## src/rtl/gpx_pkg.sv

```systemverilog
package gpx_pkg;
  localparam logic [7:0] A_DIR   = 8'h0A;
  localparam logic [7:0] A_STATE = 8'h0B;
  localparam logic [7:0] A_IEN   = 8'h0C;
  localparam logic [7:0] A_CTL   = 8'h0E;
  localparam int unsigned CTL_LATCH_BIT = 0;
  localparam int unsigned CTL_SRST_BIT  = 3;

  function automatic logic is_mapped(input logic [7:0] a);
    return (a == A_DIR) || (a == A_STATE) || (a == A_IEN) || (a == A_CTL);
  endfunction
endpackage

```

## src/rtl/gpx_sync.sv

```systemverilog
module gpx_sync #(
  parameter int unsigned W      = 8,
  parameter int unsigned STAGES = 2
) (
  input  logic         clk,
  input  logic         rst,
  input  logic [W-1:0] d,
  output logic [W-1:0] q
);
  logic [STAGES-1:0][W-1:0] st;

  always_ff @(posedge clk) begin
    if (rst) st[0] <= '0;
    else     st[0] <= d;
  end

  for (genvar i = 1; i < STAGES; i++) begin : g_stage
    always_ff @(posedge clk) begin
      if (rst) st[i] <= '0;
      else     st[i] <= st[i-1];
    end
  end

  assign q = st[STAGES-1];
endmodule

```

## src/rtl/gpx_cfg_regs.sv

```systemverilog
module gpx_cfg_regs
  import gpx_pkg::*;
#(
  parameter int unsigned N  = 8,
  parameter int unsigned AW = 8
) (
  input  logic          clk,
  input  logic          rst,
  input  logic          wr_en,
  input  logic [AW-1:0] addr,
  input  logic [N-1:0]  wr_data,
  output logic [N-1:0]  dir_q,
  output logic [N-1:0]  ien_q,
  output logic          latch_q,
  output logic          srst_q,
  output logic          dir_wr
);
  logic [7:0] a8;
  assign a8     = 8'(addr);
  assign dir_wr = wr_en && (a8 == A_DIR);

  always_ff @(posedge clk) begin
    if (rst) begin
      dir_q   <= '0;
      ien_q   <= '0;
      latch_q <= 1'b0;
      srst_q  <= 1'b0;
    end else begin
      srst_q <= 1'b0;
      if (wr_en) begin
        case (a8)
          A_DIR: dir_q <= wr_data;
          A_IEN: ien_q <= wr_data;
          A_CTL: begin
            latch_q <= wr_data[CTL_LATCH_BIT];
            srst_q  <= wr_data[CTL_SRST_BIT];
          end
          default: ;
        endcase
      end
    end
  end
endmodule

```

## src/rtl/gpx_event.sv

```systemverilog
module gpx_event #(
  parameter int unsigned N = 8
) (
  input  logic         clk,
  input  logic         rst,
  input  logic [N-1:0] pins_s,
  input  logic [N-1:0] dir,
  input  logic [N-1:0] ien,
  input  logic         latch_en,
  input  logic         dir_wr,
  input  logic         rd_state,
  output logic         pend_q,
  output logic [N-1:0] snap_q,
  output logic         snap_vld_q
);
  logic [N-1:0] prev_q;
  logic [N-1:0] chg;
  logic         set_ev;
  logic         clr_ev;

  assign chg    = (pins_s ^ prev_q) & ien & ~dir;
  assign set_ev = |chg;
  assign clr_ev = dir_wr || rd_state;

  always_ff @(posedge clk) begin
    if (rst) begin
      prev_q     <= '0;
      pend_q     <= 1'b0;
      snap_q     <= '0;
      snap_vld_q <= 1'b0;
    end else begin
      prev_q <= pins_s;
      if (clr_ev)      pend_q <= 1'b0;
      else if (set_ev) pend_q <= 1'b1;
      if (!latch_en || rd_state) begin
        snap_vld_q <= 1'b0;
      end else if (set_ev && !snap_vld_q) begin
        snap_q     <= pins_s;
        snap_vld_q <= 1'b1;
      end
    end
  end

  assert_dirwr_clears_R5: assert property (@(posedge clk) disable iff (rst)
    dir_wr |=> !pend_q);
  assert_pend_cause_R3: assert property (@(posedge clk) disable iff (rst)
    $rose(pend_q) |-> $past(|((pins_s ^ prev_q) & ien & ~dir)));
  assert_snap_hold_R9: assert property (@(posedge clk) disable iff (rst)
    (snap_vld_q && latch_en && !rd_state) |=> $stable(snap_q));
endmodule

```

## src/rtl/gpx_port_ctrl.sv

```systemverilog
module gpx_port_ctrl
  import gpx_pkg::*;
#(
  parameter int unsigned ADDR_W      = 8,
  parameter int unsigned N_PINS      = 8,
  parameter int unsigned SYNC_STAGES = 2
) (
  input  logic              clk,
  input  logic              rst,
  input  logic [ADDR_W-1:0] addr,
  input  logic              wr_en,
  input  logic [N_PINS-1:0] wr_data,
  input  logic              rd_en,
  output logic [N_PINS-1:0] rd_data,
  input  logic [N_PINS-1:0] pin_in,
  output logic [N_PINS-1:0] pin_oe,
  output logic [N_PINS-1:0] pin_out,
  output logic              irq_n
);
  logic [N_PINS-1:0] pins_s, dir_q, ien_q, snap_q, ctl_rb, rd_nxt;
  logic latch_q, srst_q, dir_wr, pend_q, snap_vld_q, rst_all, rd_state;
  logic [7:0] a8;

  assign a8       = 8'(addr);
  assign rst_all  = rst || srst_q;
  assign rd_state = rd_en && (a8 == A_STATE);

  gpx_sync #(.W(N_PINS), .STAGES(SYNC_STAGES)) u_sync (
    .clk(clk), .rst(rst_all), .d(pin_in), .q(pins_s));

  gpx_cfg_regs #(.N(N_PINS), .AW(ADDR_W)) u_cfg (
    .clk(clk), .rst(rst_all), .wr_en(wr_en), .addr(addr), .wr_data(wr_data),
    .dir_q(dir_q), .ien_q(ien_q), .latch_q(latch_q), .srst_q(srst_q),
    .dir_wr(dir_wr));

  gpx_event #(.N(N_PINS)) u_evt (
    .clk(clk), .rst(rst_all), .pins_s(pins_s), .dir(dir_q), .ien(ien_q),
    .latch_en(latch_q), .dir_wr(dir_wr), .rd_state(rd_state),
    .pend_q(pend_q), .snap_q(snap_q), .snap_vld_q(snap_vld_q));

  always_comb begin
    ctl_rb = '0;
    ctl_rb[CTL_LATCH_BIT] = latch_q;
    ctl_rb[CTL_SRST_BIT]  = srst_q;
    case (a8)
      A_DIR:   rd_nxt = dir_q;
      A_STATE: rd_nxt = snap_vld_q ? snap_q : pins_s;
      A_IEN:   rd_nxt = ien_q;
      A_CTL:   rd_nxt = ctl_rb;
      default: rd_nxt = '0;
    endcase
  end

  always_ff @(posedge clk) begin
    if (rst_all)    rd_data <= '0;
    else if (rd_en) rd_data <= rd_nxt;
  end

  assign pin_oe  = dir_q;
  assign pin_out = '0;
  assign irq_n   = ~pend_q;

  assert_dir_write_R1: assert property (@(posedge clk) disable iff (rst)
    (wr_en && a8 == A_DIR && !srst_q) |=> (pin_oe == $past(wr_data)));
  assert_state_wr_noeff_R2: assert property (@(posedge clk) disable iff (rst)
    (wr_en && a8 == A_STATE && !srst_q) |=> (pin_oe == $past(pin_oe)));
  assert_resv_zero_R6: assert property (@(posedge clk) disable iff (rst)
    (rd_en && !is_mapped(a8)) |=> (rd_data == '0));
  assert_srst_done_R7: assert property (@(posedge clk) disable iff (rst)
    srst_q |=> (!srst_q && pin_oe == '0 && irq_n));
  assert_state_rd_clears_R8: assert property (@(posedge clk) disable iff (rst)
    (rd_state && !srst_q) |=> irq_n);
  assert_rd_hold_R10: assert property (@(posedge clk) disable iff (rst)
    (!rd_en && !srst_q) |=> $stable(rd_data));
  assert_out_low_R11: assert property (@(posedge clk) pin_out == '0);
endmodule

```

## config.mk

```make
export PLATFORM = sky130hd
export DESIGN_NAME = gpx_port_ctrl
export DESIGN_NICKNAME = d
export VERILOG_FILES = /design/src/rtl/gpx_pkg.sv /design/src/rtl/gpx_sync.sv /design/src/rtl/gpx_cfg_regs.sv /design/src/rtl/gpx_event.sv /design/src/rtl/gpx_port_ctrl.sv
export SDC_FILE = /design/constraint.sdc
export NUM_CORES = 1
export LEC_CHECK = 0
export BUFFER_PORTS_ARGS = -buffer_cell sky130_fd_sc_hd__buf_2
export CORE_ASPECT_RATIO = 1.75
export CORE_UTILIZATION = 45
export DETAILED_ROUTE_END_ITERATION = 6
export PLACE_DENSITY = 0.7
export RECOVER_POWER = 50
export SYNTH_ARGS = -nofsm -noshare
export SYNTH_HDL_FRONTEND = slang
export SYNTH_SLANG_ARGS = --single-unit
```

## constraint.sdc

```tcl
create_clock -name clk -period 3.8 [get_ports clk]
set_clock_uncertainty 0.05 [all_clocks]
set_input_delay 0.19 -clock clk [delete_from_list [all_inputs] [get_ports clk]]
set_output_delay 0.19 -clock clk [all_outputs]
set_load 0.05 [all_outputs]
```

==> flow_metrics.py, run 1 <==
metrics = {
    "clock_tree": {
        "clockBufferDepth": 2,
        "clkSinkCount": 60,
        "cts_resized": 0,
        "cts_made_buffers": 9,
        "cts_tree": "built",
        "clk_pin_slew_ns": 0.06,
        "htree_levels": 3,
        "cts_root_buffer": "clkbuf_8",
        "clkLatencyLatePin_ns": 0.34,
    },
    "synth": {
        "synth_top_area_share_pct": 48.2,
        "synthTopCellsByCount": "60 x dfxtp_1, 33 x mux2i_1, 29 x nor2_1",
        "syn_inst": 263,
        "yosys_most_used_dff": "dfxtp_1",
        "ys_ff_latch": 60,
        "synthesis.area_um2": 2490,
        "ys_seq_area_share_pct": 48.2,
        "yosysTopAreaCell": "dfxtp_1",
        "synthTopCellsByArea": "dfxtp_1 48%, mux2i_1 13%, nor2_1 4.4%, and2_1 4.0%, nand2_1 2.9%",
        "synth-edff-count": 0,
        "ys_warn_count": 0,
        "synth_cell_types": 33,
        "synth.avg_cell_area_um2": 9.48,
        "synth_async_sr_flop_share_pct": 0,
        "yosysMostFrequentCell": "dfxtp_1",
    },
    "sta": {
        "finalHoldViolations": 0,
        "setup_ws_ns": 1.76,
        "rsz0062_at_grt": "no",
        "relSlewSlack_pct": 0.647,
        "fin_setup_tns_ns": 0,
        "timing.fmax_ghz": 0.490,
        "holdWs_ns": 0.0610,
        "tightestPinTransition_ns": 1.49,
        "period_minus_slack_ns": 2.04,
        "post-route-period-util_pct": 53.7,
        "setup_viol": 0,
        "drv_slew": 0,
    },
    "global_routing": {
        "grt_max_degree": 34,
        "grt_use_total_pct": 18.1,
        "antenna_found_initial": 0,
        "overflow": 0,
        "grt_pass1_vias": 1799,
        "grt_pass1_wl_mm": 7.85,
    },
    "route": {
        "vias": 1890,
        "route.detailed.drc": 0,
        "dr.pass1.iters": 4,
        "routedWlPerCell_um": 12.3,
        "routed_wl_mm": 4.85,
        "viasPerCell": 4.81,
        "ant_nets": 0,
        "drt_iter0_drc": 58,
    },
    "final_layout": {
        "areaGrowthSynthToFinish_pct": 19.6,
        "antenna-diode-count": 0,
        "instances_no_fill": 393,
        "drive_gt1_share_pct": 16.3,
        "fill_cells": 502,
        "nets": 342,
    },
    "setup_path": {
        "crit_chain": "xnor2_1 > o32ai_1 > or4_1 > or3b_1 > mux2i_1",
        "crit_type": "register to register",
        "crit_start": "u_sync.q[2]",
        "endpoint_kind": "register",
        "r2r_start": "u_sync.q[2]",
        "worstPathArrival_ns": 2.25,
        "cp.buffers_inverters": 0,
        "cpMaxStageDelayCell": "or4_1",
        "crit_required_ns": 4.01,
        "crit_path_max_incr_delay_ns": 0.58,
        "cpLargestDelayFamily": "simple AND/OR/NAND/NOR gates",
        "crit_fanout": 8,
        "cp-start-kind": "register",
    },
    "die": {
        "row_count": 35,
        "die_h_um": 100,
        "coreArea_um2": 5300,
        "initial_utilization_pct": 47.1,
        "dieArea_um2": 5850,
        "pin_count": 53,
        "dieWidth_um": 58.3,
    },
    "power": {
        "powerDensity_nw_per_um2": 436,
        "p_total_uw": 1300,
        "leakage_uw": 0.00117,
        "max-vdd-ir-drop_mv": 0.305,
    },
    "place": {
        "preCtsSetupSlack_ns": 1.59,
        "dp_cells": 369,
        "port_buffers": 44,
        "dp_hpwl_mm": 3.53,
        "gp_congestion": 0.869,
    },
    "min_path": {
        "hold_path.class": "input port to register",
        "worstHoldStart": "wr_data[6]",
    },
    "outcome": {
        "violations": "capacitance limit",
        "outcome": "finished, violations left",
    },
    "job": {
        "cap_violations": 1,
    },
}
==> routing by layer <==
layer  vias to the layer above  global-route usage (%)  routed length (um)
li1                        964                       -                   -
met1                       852                    18.7                1980
met2                        57                    30.7                2480
met3                        17                    3.21                 164
met4                         0                    15.6                 225
met5                         -                       0                   0
==> path summary, 6_finish.rpt <==
kind                endpoint  depth (start not counted)  slack, ns
max          u_evt.snap_q[0]                          5       1.76
max reg2reg  u_evt.snap_q[0]                          5       1.76
min           u_cfg.ien_q[6]                          3       0.06
min reg2reg      u_sync.q[5]                          1       0.37
==> per-stage QoR <==
stage,util (%),instance area (um^2)
after floorplan,-,2520
after global placement,51.3,2720
after detailed placement,51.3,2720
after CTS,56.6,3000
after global routing,56.3,2980
final,56.3,2980
==> placed cells by master (no fill, tap or decap), types with 2 or more instances in the layout <==
cell           count
and2_1             7
nor2_1            29
mux2i_1           33
clkbuf_8          11
inv_1             13
o22ai_1            7
nor2b_1            9
nor3b_1            2
xnor2_1            8
o32ai_1            4
buf_2             32
and2_0             9
dfxtp_1           60
nand2_1           19
a21oi_1            9
clkbuf_1          14
nand2b_1           8
clkinv_2           2
o21ai_0            4
dlygate4sd3_1      8
a22oi_1            7
conb_1             8
==> where the power goes <==
| part | internal [uW] | switching [uW] | total (uW) |
|---|---|---|---|
| Clock | 336 | 237 | 574 |
| Sequential | 639 | 4.86 | 644 |
| Combinational | 30.0 | 51.6 | 81.5 |
==> worst register-to-register path: cells and delay by family, from the launching register on <==
| kind | cells | cell delay (ns) |
|---|---|---|
| AOI/OAI and AO/OA | 1 | 0.11 |
| xor gates and xnor gates | 1 | 0.13 |
| DFF | 1 | 0.37 |
| muxes | 1 | 0.25 |
| and+or+nand+nor | 2 | 1.06 |
==> registers in the layout, indices dropped and copies added (netlist names) <==
signal            flops
u_cfg.srst_q          1
u_cfg.ien_q           8
u_evt.pend_q          1
u_evt.prev_q          8
u_evt.snap_vld_q      1
u_sync.st             8
u_evt.snap_q          8
u_cfg.latch_q         1
u_cfg.dir_q           8
u_sync.q              8
rd_data               8
==> area by class of cell <==
class	instances	area [um^2]	area share [%]
tap	74	92.6	3.10
inverter	13	48.8	1.64
clock inverter	4	47.5	1.59
multi-input combinational	176	1140	38.3
timing repair buffer	54	297	9.94
clock buffer	12	155	5.20
sequential	60	1200	40.3
==> logic make-up after synthesis <==
kind of cell / share of synthesized area [%]
and+or+nand+nor: 19.5
DFF: 48.2
muxes: 13.7
buffers and inverters: 7.12
AOI/OAI and AO/OA: 8.53
xor gates and xnor gates: 2.81
other: 0.150
==> timing repair <==
item,4_1_cts,5_1_grt
setup endpoints to repair,0,0
hold endpoints to repair,8,0
setup buffers,0,0
hold buffers,8,0
Power figures use the tool's default switching activity.
==> run 2: changes to the inputs <==
--- a/config.mk
+++ b/config.mk
@@ -5,11 +5,12 @@
 export SDC_FILE = /design/constraint.sdc
 export NUM_CORES = 1
 export LEC_CHECK = 0
+export ABC_AREA = 1
 export BUFFER_PORTS_ARGS = -buffer_cell sky130_fd_sc_hd__buf_2
 export CORE_ASPECT_RATIO = 1.75
 export CORE_UTILIZATION = 45
 export DETAILED_ROUTE_END_ITERATION = 6
-export PLACE_DENSITY = 0.7
+export PLACE_DENSITY = 0.69
 export RECOVER_POWER = 50
 export SYNTH_ARGS = -nofsm -noshare
 export SYNTH_HDL_FRONTEND = slang
==> constraint.sdc (replaced) <==
create_clock -name clk -period 1.9 [get_ports clk]
set_clock_uncertainty 0.05 [all_clocks]
set_input_delay 0.095 -clock clk [delete_from_list [all_inputs] [get_ports clk]]
set_output_delay 0.095 -clock clk [all_outputs]
set_load 0.05 [all_outputs]
==> flow_metrics.py, run 2 <==
metrics = {
    "outcome": {
        "outcome": "completed",
    },
    "synth": {
        "synth_top_family_by_area": "simple AND/OR/NAND/NOR gates",
        "syn_inst": 375,
        "ys_ff_latch": 60,
        "synth_async_sr_flop_share_pct": 0,
        "synth_top_area_share_pct": 45.6,
        "synthesis.area_um2": 2640,
        "synth_compound_area_share_pct": 10.1,
        "yosysTopAreaCell": "dfxtp_1",
        "synth_cell_types": 20,
        "synth-edff-count": 0,
        "synth.avg_cell_area_um2": 7.03,
        "muxShareOfSynthArea_pct": 0,
        "synthAdderAreaFrac_pct": 0,
        "synth-xor-area-share_pct": 0,
        "yosys_most_used_dff": "dfxtp_1",
        "yosysMostFrequentCell": "nand2_1",
        "ys_seq_area_share_pct": 45.6,
        "synth_simple_gate_area_share_pct": 30.8,
        "synthTopCellsByArea": "dfxtp_1 46%, nand2_1 11%, nand3_1 7.8%, nor2_1 6.7%, inv_1 6.6%",
        "ys_warn_count": 0,
        "synthTopCellsByCount": "79 x nand2_1, 60 x dfxtp_1, 47 x nor2_1",
    },
    "sta": {
        "drv_slew": 0,
        "relSlewSlack_pct": 55.5,
        "post-route-period-util_pct": 77.9,
        "period_minus_slack_ns": 1.48,
        "setup_viol": 0,
        "timing.fmax_ghz": 0.676,
        "finalHoldViolations": 0,
        "rsz0062_at_grt": "no",
        "tightestPinTransition_ns": 0.667,
        "fin_setup_tns_ns": 0,
    },
    "job": {
        "cap_violations": 0,
    },
    "setup_path": {
        "worstPathArrival_ns": 1.65,
        "crit_fanout": 16,
        "endpoint_kind": "register",
        "reg2reg_setup_slack_ns": 0.42,
        "r2r_start": "u_cfg.dir_q[6]",
        "reg2regPathDepth": 7,
        "r2r_end": "u_evt.snap_q[2]",
        "cp-start-kind": "register",
        "crit_required_ns": 2.07,
        "crit_type": "register to register",
    },
    "final_layout": {
        "final_core_util_pct": 56.3,
        "regArea_um2": 1200,
        "fill_cells": 595,
        "instances_no_fill": 511,
        "multiInputGateArea_um2": 1110,
        "final_common_cell": "nand2_1",
        "final_area_um2": 3140,
        "areaGrowthSynthToFinish_pct": 19.3,
        "antenna-diode-count": 0,
        "layout_common_cells": "79 x nand2_1, 60 x dfxtp_1, 47 x nor2_1, 46 x inv_1, 41 x nand3_1",
        "drive_gt1_share_pct": 15.2,
        "nets": 459,
    },
    "place": {
        "gp_congestion": 0.839,
        "port_buffers": 44,
        "dp_cells": 481,
        "placed_area_um2": 2850,
        "dp_hpwl_mm": 3.95,
    },
    "die": {
        "pin_count": 53,
        "dieArea_um2": 6180,
        "dieWidth_um": 59.8,
        "die_h_um": 103,
        "row_count": 36,
        "initial_utilization_pct": 47.2,
        "coreArea_um2": 5590,
    },
    "clock_tree": {
        "clk_pin_slew_ns": 0.06,
        "clockBufferDepth": 2,
        "cts_tree": "built",
        "clkLatencyLatePin_ns": 0.33,
        "clkSinkCount": 60,
        "cts_root_buffer": "clkbuf_8",
        "htree_levels": 3,
        "post_cts_buffers": 0,
        "cts_made_buffers": 9,
    },
    "route": {
        "vias": 2347,
        "highest_layer": "met4",
        "ant_nets": 0,
        "drt_iter0_drc": 113,
        "route.detailed.drc": 0,
        "dr_wl_met2_mm": 2.93,
        "wl_met3_um": 198,
        "dr.pass1.iters": 4,
        "routedWlPerCell_um": 11.0,
        "routedLengthMet1_mm": 2.39,
        "viasPerCell": 4.59,
        "routed_wl_mm": 5.64,
    },
    "global_routing": {
        "grt_use_total_pct": 19.8,
        "overflow": 0,
        "grt_max_degree": 39,
        "grt_pass1_wl_mm": 9.05,
        "antenna_found_initial": 0,
        "grt_pass1_vias": 2088,
    },
    "min_path": {
        "hold_path.class": "input port to register",
        "whs_endpoint": "u_cfg.dir_q[0]",
        "hold_depth": 3,
        "worstHoldStart": "wr_data[0]",
    },
    "power": {
        "max-vdd-ir-drop_mv": 0.593,
        "leakage_uw": 0.00140,
        "powerDensity_nw_per_um2": 787,
    },
}
==> run 2: changes by cell type after synthesis, moves of 7 or more <==
cell,delta
nand2_1,+60
nand3_1,+40
inv_1,+33
mux2i_1,-33
a21oi_1,+21
nor2_1,+18
and2_1,-16
o21ai_1,+15
inv_2,+10
nor2b_1,-9
nand2b_1,-8
xnor2_1,-8
a22oi_1,-7
o22ai_1,-7
==> run 2: per-stage QoR <==
stage          power (uW)  hold slack [ns]  setup slack (ns)
2_1_floorplan        1450            0.157             0.265
3_3_place_gp         1490            0.258             0.420
3_5_place_dp         1490            0.263             0.384
4_1_cts              2500           0.0194             0.427
5_1_grt              2570           0.0239             0.223
6_report             2470           0.0294             0.421
==> run 2: power breakdown <==
part	switching, uW	internal [uW]
combinational	130	66.5
sequential	8.91	1280
clock	454	533
==> run 2: worst max-delay path, cell delays in order (launching register included) <==
cell     delay, ns
dfxtp_1       0.39
nor2_1        0.09
nand3_1       0.07
nand2_1       0.05
nor2_1        0.20
nand2_2       0.25
a21oi_1       0.20
nor2_1        0.06
==> run 2: worst max path at each step <==
stage                           startpoint               to  slack [ns]  cells past startpoint
after global routing        u_cfg.dir_q[6]  u_evt.snap_q[4]        0.22                      7
after CTS                 u_evt.snap_vld_q       rd_data[1]        0.43                      5
final                       u_cfg.dir_q[6]  u_evt.snap_q[2]        0.42                      7
after global placement             addr[6]   u_cfg.ien_q[6]        0.42                      8
after floorplan             u_cfg.dir_q[0]  u_evt.snap_q[1]        0.26                      8
after detailed placement           addr[6]   u_cfg.ien_q[7]        0.38                      8
==> run 2: area by class of cell <==
cell class	count	share of cell area, %
Timing Repair Buffer	61	11.5
Multi-Input combinational cell	243	35.2
Sequential cell	60	38.2
Tap cell	76	3.02
Inverter	56	6.69
Clock inverter	2	0.318
Clock buffer	13	5.05
==> run 2: logic make-up after synthesis <==
logic type      count (synthesis)
flops                          60
compound gates                 53
buf+inv                        79
other cells                     1
simple gates                  182
==> run 2: per-layer routing <==
metal	vias to the layer above	GRT usage (%)
met5	-	0
met4	0	12.0
met3	12	3.98
met2	56	34.4
met1	1024	21.5
li1	1255	-
==> run 2: repair_timing <==
item / CTS / global route
hold buffers: 15 / 0
resized for setup: 0 / 0
hold endpoints to repair: 16 / 0
